--- config.mk ---
export PLATFORM = sky130hd
export DESIGN_NAME = pin_port_irq
export DESIGN_NICKNAME = d
export VERILOG_FILES = /design/src/rtl/pin_port_pkg.sv /design/src/rtl/pin_port_regs.sv /design/src/rtl/pin_port_sync.sv /design/src/rtl/pin_port_edge.sv /design/src/rtl/pin_port_irq.sv
export SDC_FILE = /design/constraint.sdc
export NUM_CORES = 1
export LEC_CHECK = 0
export ABC_AREA = 1
export ABC_CLOCK_PERIOD_IN_PS = 900
export BUFFER_PORTS_ARGS = -buffer_cell sky130_fd_sc_hd__buf_2
export CAP_MARGIN = 0
export CORE_MARGIN = 5
export CORE_UTILIZATION = 50
export DETAILED_ROUTE_END_ITERATION = 10
export GPL_TIMING_DRIVEN = 0
export PLACE_DENSITY = 0.81
export SETUP_SLACK_MARGIN = 0.2
export SYNTH_ARGS = -nofsm -noshare
export SYNTH_HDL_FRONTEND = slang
export SYNTH_SLANG_ARGS = --single-unit
--- constraint.sdc ---
create_clock -name clk -period 0.9 [get_ports clk]
set_input_delay 0.045 -clock clk [delete_from_list [all_inputs] [get_ports clk]]
set_output_delay 0.045 -clock clk [all_outputs]
set_load 0.02 [all_outputs]
--- src/rtl/pin_port_pkg.sv ---
package pin_port_pkg;
  localparam int PIN_W  = 8;
  localparam int ADDR_W = 3;
  localparam int NREG   = 5;

  typedef enum logic [ADDR_W-1:0] {
    A_IEN = 3'd0,
    A_LVL = 3'd1,
    A_HIZ = 3'd2,
    A_INV = 3'd3,
    A_DIR = 3'd4
  } reg_addr_e;
endpackage

--- src/rtl/pin_port_regs.sv ---
module pin_port_regs #(
  parameter int W      = 8,
  parameter int ADDR_W = 3,
  parameter int NREG   = 5
) (
  input  logic              clk,
  input  logic              rst_n,
  input  logic              wr,
  input  logic [ADDR_W-1:0] addr,
  input  logic [W-1:0]      wdata,
  output logic [W-1:0]      bank [NREG]
);
  for (genvar r = 0; r < NREG; r++) begin : g_reg
    logic [W-1:0] q;
    always_ff @(posedge clk or negedge rst_n) begin
      if (!rst_n)                                q <= '0;
      else if (wr && addr == ADDR_W'(r))         q <= wdata;
    end
    assign bank[r] = q;
  end
endmodule

--- src/rtl/pin_port_sync.sv ---
module pin_port_sync #(
  parameter int W      = 8,
  parameter int STAGES = 2
) (
  input  logic         clk,
  input  logic         rst_n,
  input  logic [W-1:0] d,
  output logic [W-1:0] q
);
  logic [W-1:0] chain [STAGES];
  for (genvar s = 0; s < STAGES; s++) begin : g_stage
    always_ff @(posedge clk or negedge rst_n) begin
      if (!rst_n) chain[s] <= '0;
      else        chain[s] <= (s == 0) ? d : chain[(s == 0) ? 0 : s-1];
    end
  end
  assign q = chain[STAGES-1];
endmodule

--- src/rtl/pin_port_edge.sv ---
module pin_port_edge #(
  parameter int W = 8
) (
  input  logic         clk,
  input  logic         rst_n,
  input  logic [W-1:0] lvl_in,
  input  logic [W-1:0] enable,
  input  logic [W-1:0] is_input,
  input  logic         clear,
  output logic [W-1:0] set_now,
  output logic [W-1:0] pend
);
  logic [W-1:0] prev_q;

  assign set_now = lvl_in & ~prev_q & enable & is_input;

  always_ff @(posedge clk or negedge rst_n) begin
    if (!rst_n) begin
      prev_q <= '0;
      pend   <= '0;
    end else begin
      prev_q <= lvl_in;
      pend   <= (clear ? '0 : pend) | set_now;
    end
  end
endmodule

--- src/rtl/pin_port_irq.sv ---
module pin_port_irq
  import pin_port_pkg::*;
#(
  parameter int W = PIN_W,
  parameter int AW = ADDR_W
) (
  input  logic          clk,
  input  logic          rst_n,
  input  logic [AW-1:0] reg_addr,
  input  logic          reg_rd,
  input  logic          reg_wr,
  input  logic [W-1:0]  reg_wdata,
  output logic [W-1:0]  reg_rdata,
  input  logic [W-1:0]  pin_in,
  output logic [W-1:0]  pin_out,
  output logic [W-1:0]  pin_oe,
  output logic          irq
);
  logic [W-1:0] bank [NREG];
  logic [W-1:0] ien_q, out_q, hiz_q, inv_q, dir_q;
  logic [W-1:0] sync_q, lvl_in, set_now, pend_q;
  logic         clr;

  pin_port_regs #(.W(W), .ADDR_W(AW), .NREG(NREG)) u_regs (
    .clk(clk), .rst_n(rst_n), .wr(reg_wr), .addr(reg_addr),
    .wdata(reg_wdata), .bank(bank)
  );

  assign ien_q = bank[A_IEN];
  assign out_q = bank[A_LVL];
  assign hiz_q = bank[A_HIZ];
  assign inv_q = bank[A_INV];
  assign dir_q = bank[A_DIR];

  pin_port_sync #(.W(W), .STAGES(2)) u_sync (
    .clk(clk), .rst_n(rst_n), .d(pin_in), .q(sync_q)
  );

  assign lvl_in = sync_q ^ inv_q;
  assign clr    = reg_rd && (reg_addr == A_LVL);

  pin_port_edge #(.W(W)) u_edge (
    .clk(clk), .rst_n(rst_n), .lvl_in(lvl_in), .enable(ien_q),
    .is_input(dir_q), .clear(clr), .set_now(set_now), .pend(pend_q)
  );

  assign pin_out = out_q;
  assign pin_oe  = ~dir_q & ~hiz_q;
  assign irq     = |pend_q;

  always_comb begin
    case (reg_addr)
      A_IEN:   reg_rdata = ien_q;
      A_LVL:   reg_rdata = (dir_q & lvl_in) | (~dir_q & out_q);
      A_HIZ:   reg_rdata = hiz_q;
      A_INV:   reg_rdata = inv_q;
      A_DIR:   reg_rdata = dir_q;
      default: reg_rdata = '0;
    endcase
  end
endmodule

# Yosys cells after proc, flatten, opt, wreduce, memory -nomap -nowiden
# Index checks and enable logic that the tools add are counted.
[word_totals]
register_bits = 72
word_cells = 35
output_inout_bits = 25
input_bits = 23
[classes]
reduce_logical = 8
mux = 2
eq_ne = 4
n_bitwise = 12
[op_table]
columns = ["operator", "count"]
rows = [
  ["$and A8 B8 Y8", 6],
  ["$pmux W8 S5", 1],
  ["$not A8 Y8", 3],
  ["$or A8 B8 Y8", 2],
  ["$mux W8", 1],
  ["$reduce_or A8 Y1", 1],
  ["$xor A8 B8 Y8", 1],
  ["$eq A3 B2 Y1 const B", 2],
  ["$logic_and A1 B1 Y1", 6],
  ["$eq A3 B1 Y1 const B", 1],
  ["$eq A3 B3 Y1 const B", 1],
  ["$logic_not A3 Y1", 1],
]

# Logic depth before layout (Yosys ltp)
[logic_depth]
depth_word = 5
mapped_depth = 8
mapped_depth_nobuf = 5

# Hierarchy
# A second synthesis with hierarchy kept.
[unflattened]
cells_unflattened = 437
area_unflattened_um2 = 3513.4
[by_module_without_submodules]
columns = ["module", "n_inst", "cells_each", "seq_area_each_um2", "area_each_um2"]
rows = [
  ["pin_port_regs", 1, 182, 1001.0, 1651.6],
  ["pin_port_irq", 1, 150, 0.0, 737.0],
  ["pin_port_edge", 1, 81, 400.4, 664.4],
  ["pin_port_sync", 1, 24, 400.4, 460.4],
]

# Least setup slack after synthesis
# OpenSTA, ideal clock, no wires.
[synth_path]
path_kind = "input to output"
start = "in reg_addr[2]"
end = "out reg_rdata[5]"
slack_ps = -69
t_arrival_ps = 924
path_stages = 8
t_required_ps = 855
path_buffers = 3
path_cell_list = "buf_4 inv_2 buf_6 buf_2 nand3_1 nand2_1 nor2_1 nand2_1"
[synth_via]
elab_chain_cells = 2
word_cells_on_any_way = 6
cone_classes = "eq/ne: 4; mux: 1; reduce/logical: 1"
[synth_rtl]
columns = ["element", "line_no", "source"]
rows = [
  ["start, declared", "pin_port_irq.sv:9", "input logic [AW-1:0] reg_addr,"],
  ["$eq A3 B3 Y1, or another cell as far along", "pin_port_irq.sv:52", "case (reg_addr)"],
  ["$pmux W8 S5 *", "pin_port_irq.sv:52", ""],
  ["end, declared", "pin_port_irq.sv:13", "output logic [W-1:0] reg_rdata,"],
]
# Every way passes the cells marked *; elsewhere a longest branch is shown, timed or not.

# Worst setup path in the final report
[layout_path]
start = "reg u_regs.g_reg[2].q[5]"
end = "out reg_rdata[5]"
[layout_via]
elab_chain_cells = 1
[layout_rtl]
columns = ["element", "line_no", "source"]
rows = [
  ["start, declared", "pin_port_regs.sv:14", "logic [W-1:0] q;"],
  ["start signal, assigned", "pin_port_regs.sv:17", "else if (wr && addr == ADDR_W'(r)) q <= wdata;"],
  ["$pmux W8 S5", "pin_port_irq.sv:52", ""],
]
# Every way passes these cells.

==> results by group <==
Min path
  • Hold crit path type: primary input to asynchronous set/reset pin

Clock tree
  • CTS tree: built
  • Clock-pin slew of the registers on the worst-case setup and hold paths: 70 ps
  • CTS buffer count: 9
  • H-tree Lvls: 3
  • Clock Root Buffer: clkbuf_8
  • Hold buffers post-CTS: 16
  • CTS Sinks: 72
  • Clock Latency Late Sink: 350 ps
  • CTS max path bufs: 2

Route
  • DR iter-0 viols: 516
  • Routed vias: 3429
  • Post-DR wirelength/cell: 21.0 µm
  • Drt pass-1 iters: 6
  • Vias/cell: 5.96
  • Final WL: 12100 µm
  • DRC violations left: 0
  • Routed Antenna Nets: 0

Global routing
  • Aggregate global routing overflow: 0
  • Initial antenna violation count: 0
  • Largest net degree at the start of global routing: 73
  • M3 GR Usage: 0.0479
  • Gr busiest metal: met2
  • M2 GR Usage: 0.432
  • First-pass GRT wire length: 16300 µm
  • Vias in the first global route: 3384
  • Met1 Use GR: 0.298
  • GRT Overall Usage: 0.252

Placement
  • Placed cell area: 3740 µm²
  • Routability cong.: 0.843
  • Post-detail-place hpwl: 5520 µm
  • Port bufs: 46

Yosys
  • Post-synth ARST share: 1.00
  • Cell Area, Synth: 3330 µm²
  • Sequential-to-total area share from yosys stat: 0.541
  • Syn nets: 388
  • Synth Warn #: 0
  • Number of synthesized flops with an enable pin: 0
  • Most used DFF post-synth: dfrtp_1
  • Synth Area per Inst: 9.12 µm²
  • Synth Instances: 365
  • Seq cells post-synth: 72
  • Post-synthesis cell type count: 19

STA
  • RSZ-0062 raised after global routing: true
  • Fin worst setup slack: -542 ps
  • Worst-margin pin slew: 912 ps
  • Max Clk Rate: 693 MHz
  • Fin crit share: 1.60
  • Skew final: 4.21 ps
  • Fin crit period: 1440 ps
  • Final setup vio count: 40
  • Max_slew headroom: 0.392
  • Final Slew Violations: 0
  • Hold slack: -186 ps
  • Final Hold Viols: 72

Pwr
  • Sw frac: 0.334
  • Peak VDD IR: 1.63 mV
  • Cell-internal power: 7.52 mW
  • Sequential fraction of design power: 0.399
  • Clock network fraction of design power: 0.248
  • Logic pwr share: 0.353
  • Switching power: 3.78 mW
  • P_leak: 2.49 nW
  • PD cells: 2200 nW/µm²

Floorplan
  • Site Rows: 29
  • Die height: 91.6 µm
  • DIE AREA: 8390 µm²
  • Initial Util: 0.518
  • Overall die width: 91.6 µm
  • Core footprint: 6420 µm²
  • I/O Pins: 48

Finish
  • Post-layout instance area: 5140 µm²
  • Diodes inserted: 0
  • Layout cell share with drive strength beyond 1: 0.496
  • Syn-to-layout area delta: 54.4%
  • Most frequent cells in the layout: nand2_1, buf_6, dfrtp_1
  • Most common cell after layout, fill and taps aside: nand2_1
  • FILL cells: 316
  • Final Net Count: 516

Critical path
  • Worst path arrival time: 1400 ps
  • Critical Path Start Type: flip-flop
  • WP data required: 850 ps
  • Setup Crit Path Kind: flip-flop to primary output
  • CP endpoint kind: primary output
  • Worst-path fanout max: 3

Run status
  • Status: finished with violations
  • Violated checks: negative hold slack, negative setup slack

Job
  • Max-cap violations: 0
repair_timing:
action | in CTS | in global routing
gates resized for setup | 122 | 62
buffers inserted | 37 | 18
pin swaps | 38 | 28
setup endpoints to repair | 53 | 76
endpoints found under the hold margin | 88 | 72
sequential cells by signal, summed over array words and instances (netlist names):
register       flops
u_sync.chain       8
u_edge.pend        8
u_sync.q           8
u_edge.prev_q      8
u_regs.g.q        40
cells in the mapped netlist (3+ instances only):
| cell | number | area share |
|---|---|---|
| buf_2 | 4 | 0.0060 |
| buf_4 | 10 | 0.023 |
| buf_6 | 7 | 0.024 |
| dfrtp_1 | 72 | 0.54 |
| inv_1 | 24 | 0.027 |
| inv_2 | 4 | 0.0045 |
| nand2_1 | 99 | 0.11 |
| nand3_1 | 23 | 0.035 |
| nand3_4 | 3 | 0.016 |
| nand4_1 | 16 | 0.030 |
| nor2_1 | 40 | 0.045 |
| o21ai_0 | 29 | 0.044 |
| o21ai_1 | 3 | 0.0045 |
| o21ai_2 | 16 | 0.042 |
| xnor2_1 | 8 | 0.021 |
worst max-delay path: stages, from the launching register on:
cell	delay (ps)
dfrtp_1	440
nand4_1	140
nand2_1	90
nor2_2	150
nand2_2	90
buf_6	130
final timing paths:
check                                                  from                                to  slack (ps)  cells past startpoint
min in group clk                               reg_wdata[6]  u_regs.g_reg[1].q[6]$_DFFE_PN0P_          70                      3
hold reg to reg                   u_sync.chain[8]$_DFF_PN0_             u_sync.q[0]$_DFF_PN0_         350                      0
max in group asynchronous                             rst_n  u_regs.g_reg[4].q[4]$_DFFE_PN0P_         420                      1
setup / recovery           u_regs.g_reg[2].q[5]$_DFFE_PN0P_                      reg_rdata[5]        -540                      5
hold / removal                                        rst_n             u_sync.q[3]$_DFF_PN0_        -190                      1
setup reg to reg           u_regs.g_reg[3].q[6]$_DFFE_PN0P_          u_edge.pend[6]$_DFF_PN0_        -450                      8
final cells by class:
class                      instances  area [µm²]  area share
clock inverter                     2        35.0     0.00682
tap                               77        96.3      0.0188
clock buffer                      14         183      0.0356
buffer                            21         244      0.0475
inverter                          28         125      0.0244
timing repair buffer             117        1080       0.210
multi-input combinational        244        1560       0.304
sequential                        72        1810       0.353
cell families after synthesis:
logic type	count (synthesis)	synth area share
AO/OA/AOI/OAI	48	0.0902
XOR/XNOR	8	0.0211
buffers and inverters	49	0.0838
flip-flops	72	0.541
AND/OR/NAND/NOR	188	0.264
power by group through the flow:
stage / sequential, mW / combinational, mW / clock [mW]
after floorplan: 4.27 / 1.50 / 0
after global placement: 4.37 / 2.00 / 0
after detailed placement: 4.42 / 2.06 / 0
after CTS: 4.41 / 3.24 / 2.77
final: 4.51 / 3.99 / 2.81
after global routing: 4.58 / 4.23 / 2.93
through the flow:
stage / worst slack [ps] / TNS, ps / util / total power, mW / cells
2_1_floorplan: 42.5 / 0 / - / 5.77 / 365
3_3_place_gp: -590 / -52970 / 0.583 / 6.38 / 488
3_5_place_dp: -431 / -11270 / 0.583 / 6.48 / 488
4_1_cts: -441 / -8940 / 0.747 / 10.4 / 557
5_1_grt: -595 / -12960 / 0.800 / 11.7 / 575
6_report: -542 / -11520 / 0.800 / 11.3 / 575
routing by layer:
layer | part of all wire | wire length, µm
met2 | 0.50 | 6080
met1 | 0.35 | 4290
met4 | 0.056 | 682
met5 | 0 | 0
met3 | 0.086 | 1040
No activity file was read; power rests on OpenSTA's default activity.
